**config.mk**
```make
export PLATFORM = sky130hd
export DESIGN_NAME = pci_parity_monitor
export DESIGN_NICKNAME = d
export VERILOG_FILES = /design/src/rtl/pci_parity_monitor.sv
export SDC_FILE = /design/constraint.sdc
export NUM_CORES = 1
export LEC_CHECK = 0
export ABC_CLOCK_PERIOD_IN_PS = 1810
export BUFFER_PORTS_ARGS = -buffer_cell sky130_fd_sc_hd__buf_2
export CORE_UTILIZATION = 46
export DETAILED_ROUTE_END_ITERATION = 16
export HOLD_SLACK_MARGIN = 0.1
export PLACE_DENSITY = 0.78
export SETUP_SLACK_MARGIN = 0.1
export SYNTH_ARGS = -nofsm -noshare
export SYNTH_HDL_FRONTEND = slang
export SYNTH_SLANG_ARGS = --single-unit
```
**constraint.sdc**
```tcl
create_clock -name clk -period 1.81 [get_ports clk]
set_input_delay 0.0905 -clock clk [delete_from_list [all_inputs] [get_ports clk]]
set_output_delay 0.0905 -clock clk [all_outputs]
set_load 0.01 [all_outputs]
```
**src/rtl/pci_parity_monitor.sv**
```systemverilog
module pci_parity_monitor #(
  parameter int ADW = 32,
  parameter int CBW = 4,
  parameter logic [3:0] SPECIAL_CMD = 4'b0001
) (
  input  logic            clk,
  input  logic            rst_n,
  input  logic            frame_n,
  input  logic            irdy_n,
  input  logic            trdy_n,
  input  logic [ADW-1:0]  ad,
  input  logic [CBW-1:0]  cbe_n,
  input  logic            par,
  input  logic            is_target,
  input  logic            is_master,
  input  logic            is_write,
  input  logic            serr_en,
  input  logic            perr_en,
  input  logic            stat_wr,
  input  logic [15:0]     stat_wdata,
  output logic            serr_oe,
  output logic            perr_oe,
  output logic [15:0]     pci_status
);
  localparam int B_RPT = 8;
  localparam int B_SYS = 14;
  localparam int B_DET = 15;

  logic           frame_prev, addr_pend, xfer_pend, drive_pend, mstr_pend;
  logic           special_q, perr_pend;
  logic           st_rpt, st_sys, st_det;
  logic [ADW-1:0] ad_q;
  logic [CBW-1:0] cbe_q;
  logic           addr_phase, xfer, odd, addr_err, data_err;
  logic           set_sys, set_det, set_rpt;

  assign addr_phase = ~frame_n & frame_prev;
  assign xfer       = ~irdy_n & ~trdy_n & ~special_q;
  assign odd        = ^{ad_q, cbe_q, par};
  assign addr_err   = addr_pend & odd;
  assign data_err   = xfer_pend & odd;
  assign set_sys    = addr_err & serr_en;
  assign set_det    = data_err;
  assign set_rpt    = data_err & mstr_pend & perr_en;

  always_ff @(posedge clk) begin
    if (!rst_n) begin
      frame_prev <= 1'b1;
      ad_q       <= '0;
      cbe_q      <= '0;
      addr_pend  <= 1'b0;
      xfer_pend  <= 1'b0;
      drive_pend <= 1'b0;
      mstr_pend  <= 1'b0;
      special_q  <= 1'b0;
      perr_pend  <= 1'b0;
      serr_oe    <= 1'b0;
      perr_oe    <= 1'b0;
      st_rpt     <= 1'b0;
      st_sys     <= 1'b0;
      st_det     <= 1'b0;
    end else begin
      frame_prev <= frame_n;
      ad_q       <= ad;
      cbe_q      <= cbe_n;
      addr_pend  <= addr_phase;
      if (addr_phase) special_q <= (cbe_n == SPECIAL_CMD);
      xfer_pend  <= xfer;
      drive_pend <= (is_target & is_write) | (is_master & ~is_write);
      mstr_pend  <= is_master;
      serr_oe    <= set_sys;
      perr_pend  <= data_err & drive_pend & perr_en;
      perr_oe    <= perr_pend;
      st_sys     <= set_sys | (st_sys & ~(stat_wr & stat_wdata[B_SYS]));
      st_det     <= set_det | (st_det & ~(stat_wr & stat_wdata[B_DET]));
      st_rpt     <= set_rpt | (st_rpt & ~(stat_wr & stat_wdata[B_RPT]));
    end
  end

  always_comb begin
    pci_status        = '0;
    pci_status[B_RPT] = st_rpt;
    pci_status[B_SYS] = st_sys;
    pci_status[B_DET] = st_det;
  end
endmodule


```
==> results of run 1 <==
cell type report:
cell class	instances	share of cell area (%)
clock buffers	6	3.04
clock inverters	2	1.43
inverters	2	0.276
multi-input cells	111	30.0
flip-flops and latches	48	35.5
well taps	48	2.21
repair buffers	103	27.6
cell usage after synthesis, types with 2 or more instances:
master	number	area (µm²)
and2_1	38	238
buf_4	16	120
clkbuf_1	5	18.8
dfxtp_1	48	961
inv_1	2	7.51
nand2_1	4	15.0
nand3_1	6	30.0
nor2_1	2	7.51
nor3_1	2	10.0
xnor2_1	26	228
xnor2_2	3	48.8
xor2_1	4	35.0
critical path, delay by kind of cell, from the launching register on:
family	cells	cell delay [ps]
flip-flops	1	330
AND/OR/NAND/NOR	1	80
buffers and inverters	1	170
XOR/XNOR	4	1000
AO/OA/AOI/OAI	1	90
routing by layer:
metal	part of all wire, %	wire [µm]	track usage [%]	up-vias
li1	-	-	-	705
met1	40	1330	17.1	584
met2	53	1750	32.3	48
met3	4.9	164	5.38	7
met4	2.3	76	8.70	0
met5	0	0	0	-
power breakdown:
group / internal [mW] / leakage, nW / switching, mW
sequential: 1.12 / 0.399 / 0.0242
combinational: 0.442 / 0.747 / 0.303
clock: 0.451 / 0.0614 / 0.336
total: 2.01 / 1.21 / 0.663
final timing paths:
path,from,end,depth (start not counted)
worst max register to register,ad_q[11],st_det,7
worst min register to register,perr_pend,perr_oe,1
worst max-delay path,ad_q[11],st_det,7
worst min-delay path,stat_wr,st_sys,4
stage by stage:
step / utilization, % / instances / power (mW)
after floorplan: - / 182 / 1.64
after global routing: 72.1 / 320 / 2.81
final: 72.1 / 320 / 2.67
after global placement: 55.9 / 265 / 1.71
after CTS: 71.9 / 320 / 2.69
after detailed placement: 55.9 / 265 / 1.72
cell families after synthesis:
kind of cell    share of synthesized area [%]
buf+inv                                  7.87
flops                                    51.7
simple gates                             18.2
xor+xnor                                 19.5
mux                                     0.538
compound gates                           2.02
other cells                             0.202
timing repair:
action | CTS | global route
pin swaps | 6 | 3
hold endpoints to repair | 46 | 0
gates resized for setup | 2 | 3
endpoints found under the setup margin | 4 | 5
hold buffers | 46 | 0
buffers inserted | 1 | 0
==> impl_table.tex, run 1 <==
\begin{tabular}{lr}
\hline
Metric & Value \\
\hline
\multicolumn{2}{l}{\textbf{Global routing}} \\
Via count of the first global-routing pass & $\sim$1,300 \\
Pin count of the biggest net entering global routing & 28 \\
GR Overflow Total & 0 \\
Global-route wire length before repair & around 5300 µm \\
Initial antenna violation count & 0 \\
Overall global routing resource usage & 17.4\% \\
\multicolumn{2}{l}{\textbf{Setup path}} \\
Worst setup EP type & flop \\
Cells along the critical path & xor2\_1 > xnor2\_1 > xnor2\_1 > xnor3\_2 > buf\_4 > nand4b\_1 > o211ai\_1 \\
Class of the most critical setup path & reg -> reg \\
Data arrival time of the critical path & 1950 ps \\
Slowest stage delay, CP & 510 ps \\
Most used cell along the critical path & xnor2\_1 \\
Critical path data required time & slightly below 2000 ps \\
Startpoint type of the worst setup path & flop \\
Cell type of the slowest stage on the worst timing path & xnor3\_2 \\
Maximum net fanout on the critical path & 2 \\
Setup slack on the worst flop-to-flop path & between 40 and 50 ps \\
\multicolumn{2}{l}{\textbf{Route}} \\
First-pass DRT Iterations & 4 \\
ANT nets after route & 0 \\
Total detailed-routing wirelength & 3320 µm \\
Vias per inst & 4.20 \\
Routed via count & 1,344 \\
Initial drt markers & 25 \\
Residual DRC & 0 \\
Average wire per cell in the routed design & roughly 10 µm \\
\multicolumn{2}{l}{\textbf{Die}} \\
Site row count & 22 \\
Ports & 82 \\
Area inside the core boundary & about 0.0038 mm² \\
Die footprint & 0.00430 mm² \\
Die extent in y & $\sim$66 µm \\
Width of the die & around 66 µm \\
Initial Utilization & 49.3\% \\
\multicolumn{2}{l}{\textbf{Cells and area}} \\
Area of all sequential standard cells & 965 µm² \\
Post-route cell area & 0.00272 mm² \\
Number of filler instances in the final layout & 267 \\
Area grow syn2layout & 46.3\% \\
Number of antenna cells inserted & 0 \\
Most common cell after layout, fill and taps aside & buf\_2 \\
Regs by FF count & ad\_q: 32 flops, cbe\_q: 4 flops \\
Number of flip-flops under the largest register name & 32 \\
Area of the multi-input gates & 816 µm² \\
Commonest non-fill, non-tap cells in the layout & 55 x buf\_2, 46 x dlygate4sd3\_1, 45 x dfxtp\_1 \\
Final Net Count & $\sim$340 \\
Proportion of layout cells with a drive suffix above 1 & between 20 and 30\% \\
Register ranked first by flip-flop count & ad\_q \\
\multicolumn{2}{l}{\textbf{Power and ir drop}} \\
Leak Pwr & 1.21 nW \\
Power per cell area & 983 mW/mm² \\
Peak ir drop on the vdd network & 0.679 mV \\
\multicolumn{2}{l}{\textbf{Logic synthesis}} \\
Leading register cell type out of synthesis & dfxtp\_1 \\
Number of instances in the synthesized netlist & 170 \\
Yosys warnings & 0 \\
Fraction of the yosys area taken by sequential cells & 51.7\% \\
Flip-flop and latch count after synthesis & between 40 and 50 \\
Count of different cell masters after synthesis & 26 \\
Share of flip-flops with an asynchronous set or reset & 0\% \\
Syn\_area\_per\_cell & between 10 and 15 µm² \\
Number of flops mapped to enable cells by yosys & 0 \\
Mapped cell area & 0.00186 mm² \\
\multicolumn{2}{l}{\textbf{Timing}} \\
Worst Setup Slack, final & around 43 ps \\
Max-slew violation count & 0 \\
Final Cycle Share & 97.6\% \\
Worst hold slack across all endpoints & 115 ps \\
Top achievable clock speed & 566 MHz \\
RSZ-0062 raised after global routing & true \\
Post-Route Skew & 9.50 ps \\
Crit path time final & 1770 ps \\
Final hold violation count & 0 \\
Total setup violations reported at the end of the flow & 0 \\
Setup TNS & 0 ps \\
\multicolumn{2}{l}{\textbf{CTS}} \\
Deepest level of the CTS H-tree & 2 \\
Insertion delay of the later-clocked pin in the worst-skew pair & around 300 ps \\
Root buffer cell & clkbuf\_8 \\
Cts bufs inserted & 5 \\
Deepest clock path buffer count & 2 \\
CTS tree & done \\
Sink Count & 48 \\
Clk pin slew, worst setup/hold paths & 80 ps \\
\multicolumn{2}{l}{\textbf{Place}} \\
Port Buffer Count & 55 \\
Area after DPL & $\sim$0.0021 mm² \\
Last weighted congestion value of the routability-driven placer & $\sim$0.71 \\
Detailed placer's ending HPWL & 1840 µm \\
Worst setup timing slack at the placement stage & 3.18 ps \\
\multicolumn{2}{l}{\textbf{Outcome}} \\
Result of the run & finished, final reports clean \\
\multicolumn{2}{l}{\textbf{Job}} \\
Total of max-cap violations & 0 \\
\multicolumn{2}{l}{\textbf{Worst hold path}} \\
Tightest Hold Check Type & in -> reg \\
\hline
\end{tabular}
Power figures use the tool's default switching activity.
==> run 2, diff against run 1 <==
--- a/config.mk
+++ b/config.mk
@@ -7,10 +7,11 @@
 export LEC_CHECK = 0
 export ABC_CLOCK_PERIOD_IN_PS = 1810
 export BUFFER_PORTS_ARGS = -buffer_cell sky130_fd_sc_hd__buf_2
-export CORE_UTILIZATION = 46
+export CORE_UTILIZATION = 48
+export CTS_BUF_LIST = sky130_fd_sc_hd__clkbuf_8
 export DETAILED_ROUTE_END_ITERATION = 16
 export HOLD_SLACK_MARGIN = 0.1
-export PLACE_DENSITY = 0.78
+export PLACE_DENSITY = 0.81
 export SETUP_SLACK_MARGIN = 0.1
 export SYNTH_ARGS = -nofsm -noshare
 export SYNTH_HDL_FRONTEND = slang
==> impl_table.tex, run 2 (synthesis gave the netlist of run 1 again) <==
\begin{tabular}{lr}
\hline
Metric & Value \\
\hline
\multicolumn{2}{l}{\textbf{Outcome}} \\
Result of the run & finished, final reports clean \\
\multicolumn{2}{l}{\textbf{Die}} \\
Initial Utilization & between 50\% and 60\% \\
Site row count & 22 \\
Die footprint & 0.00413 mm² \\
Die extent in y & around 64 µm \\
Width of the die & 64.2 µm \\
Ports & 82 \\
Area inside the core boundary & 0.00369 mm² \\
\multicolumn{2}{l}{\textbf{Global routing}} \\
GR Overflow Total & 0 \\
Global-route wire length before repair & 5550 µm \\
Overall global routing resource usage & 18.1\% \\
Pin count of the biggest net entering global routing & 31 \\
Initial antenna violation count & 0 \\
Via count of the first global-routing pass & 1,354 \\
\multicolumn{2}{l}{\textbf{Cells and area}} \\
Commonest non-fill, non-tap cells in the layout & 55 x buf\_2, 47 x dlygate4sd3\_1, 46 x dfxtp\_1 \\
Proportion of layout cells with a drive suffix above 1 & 27.5\% \\
Regs by FF count & ad\_q: 32 flops, cbe\_q: 4 flops \\
Register ranked first by flip-flop count & ad\_q \\
Most common cell after layout, fill and taps aside & buf\_2 \\
Number of antenna cells inserted & 0 \\
Area grow syn2layout & 45.7\% \\
Final Net Count & 336 \\
Final standard cell count with taps included and fillers excluded & 321 \\
Number of flip-flops under the largest register name & 32 \\
Post-route cell area & 0.00271 mm² \\
\multicolumn{2}{l}{\textbf{CTS}} \\
Cts bufs inserted & 5 \\
Insertion delay of the later-clocked pin in the worst-skew pair & 300 ps \\
Clk pin slew, worst setup/hold paths & 80 ps \\
CTS tree & done \\
Sink Count & 48 \\
Deepest level of the CTS H-tree & 2 \\
Root buffer cell & clkbuf\_8 \\
Deepest clock path buffer count & 2 \\
\multicolumn{2}{l}{\textbf{Route}} \\
Residual DRC & 0 \\
Routed via count & $\sim$1,300 \\
Initial drt markers & 38 \\
Vias per inst & 4.17 \\
Total detailed-routing wirelength & 3210 µm \\
ANT nets after route & 0 \\
First-pass DRT Iterations & 4 \\
Average wire per cell in the routed design & roughly 10 µm \\
\multicolumn{2}{l}{\textbf{Setup path}} \\
Worst reg2reg startpoint & cbe\_q[3] \\
Critical path data required time & 2000 ps \\
Class of the most critical setup path & reg -> reg \\
Worst setup EP type & flop \\
Maximum net fanout on the critical path & 2 \\
Data arrival time of the critical path & just under 2000 ps \\
Worst setup path startpoint & cbe\_q[3] \\
Startpoint type of the worst setup path & flop \\
\multicolumn{2}{l}{\textbf{Timing}} \\
Total setup violations reported at the end of the flow & 0 \\
Final hold violation count & 0 \\
Post-Route Skew & 4.74 ps \\
Crit path time final & 1790 ps \\
Final Cycle Share & 98.7\% \\
Top achievable clock speed & 560 MHz \\
Setup TNS & 0 ps \\
Worst hold slack across all endpoints & 131 ps \\
RSZ-0062 raised after global routing & true \\
Max-slew violation count & 0 \\
\multicolumn{2}{l}{\textbf{Worst hold path}} \\
Beginning of the worst hold path & stat\_wr \\
Tightest Hold Check Type & in -> reg \\
\multicolumn{2}{l}{\textbf{Place}} \\
Detailed placer's ending HPWL & 1800 µm \\
Last weighted congestion value of the routability-driven placer & 0.686 \\
Placed cell count & 265 \\
Area after DPL & between 0.002 and 0.0025 mm² \\
Port Buffer Count & 55 \\
\multicolumn{2}{l}{\textbf{Power and ir drop}} \\
Power per cell area & 942 mW/mm² \\
Peak ir drop on the vdd network & 0.544 mV \\
Leak Pwr & 1.20 nW \\
\multicolumn{2}{l}{\textbf{Job}} \\
Total of max-cap violations & 0 \\
\hline
\end{tabular}
-- run 2: cell count changes in the layout (fill, tap and decap cells not counted) --
cell           change
clkinv_2           +1
o31ai_2            +1
inv_6              +1
dfxtp_1            +1
dfxtp_2            -1
dlygate4sd3_1      +1
clkinv_4           -1
bufinv_16          -1
o31ai_1            -1
-- run 2: final cells by class --
class / instances / area (µm²)
Clock buffer: 6 / 82.6
Fill cell: 262 / 980
Multi-Input combinational cell: 111 / 821
Sequential cell: 48 / 963
Clock inverter: 2 / 13.8
Tap cell: 48 / 60.1
Inverter: 2 / 7.51
Timing Repair Buffer: 104 / 761
-- run 2: timing repair --
item,CTS,global route
pin swaps,5,5
hold buffers,47,0
endpoints found under the setup margin,4,5
setup buffers,1,0
hold endpoints to repair,47,0
resized for setup,0,5
-- run 2: metrics by stage --
step	total power, mW	utilization, %	worst slack, ps
floorplan	1.64	-	147
global placement	1.71	57.2	54.4
detailed placement	1.72	57.2	55.1
CTS	2.47	72.7	57.0
global route	2.69	73.4	-93.4
finish	2.55	73.4	22.7
-- run 2: critical path: stages (launching register included) --
cell and delay [ps]:
dfxtp_2 320, xor2_1 150, xnor2_1 190, xnor2_1 160
xnor3_2 520, buf_4 170, nand4b_1 80, o211ai_1 90
-- run 2: path summary, 6_finish.rpt --
kind	endpoint	slack, ps	cells past startpoint
worst max register to register	st_det	20	7
worst min-delay path	st_sys	130	4
worst max-delay path	st_det	20	7
worst min register to register	perr_oe	440	1
-- run 2: per-layer routing --
layer,share of wire (%),wire length (µm),track usage [%],vias to the layer above
met5,0,0,0,-
met4,2.2,72,9.17,0
met3,3.8,123,3.75,8
met2,55,1750,34.6,42
met1,39,1260,18.4,584
li1,-,-,-,704
-- run 2: report_power, final --
part	leakage, nW	switching [mW]	internal (mW)	total (mW)
clock network	0.0516	0.336	0.312	0.648
registers	0.399	0.0248	1.12	1.14
logic	0.753	0.313	0.448	0.761
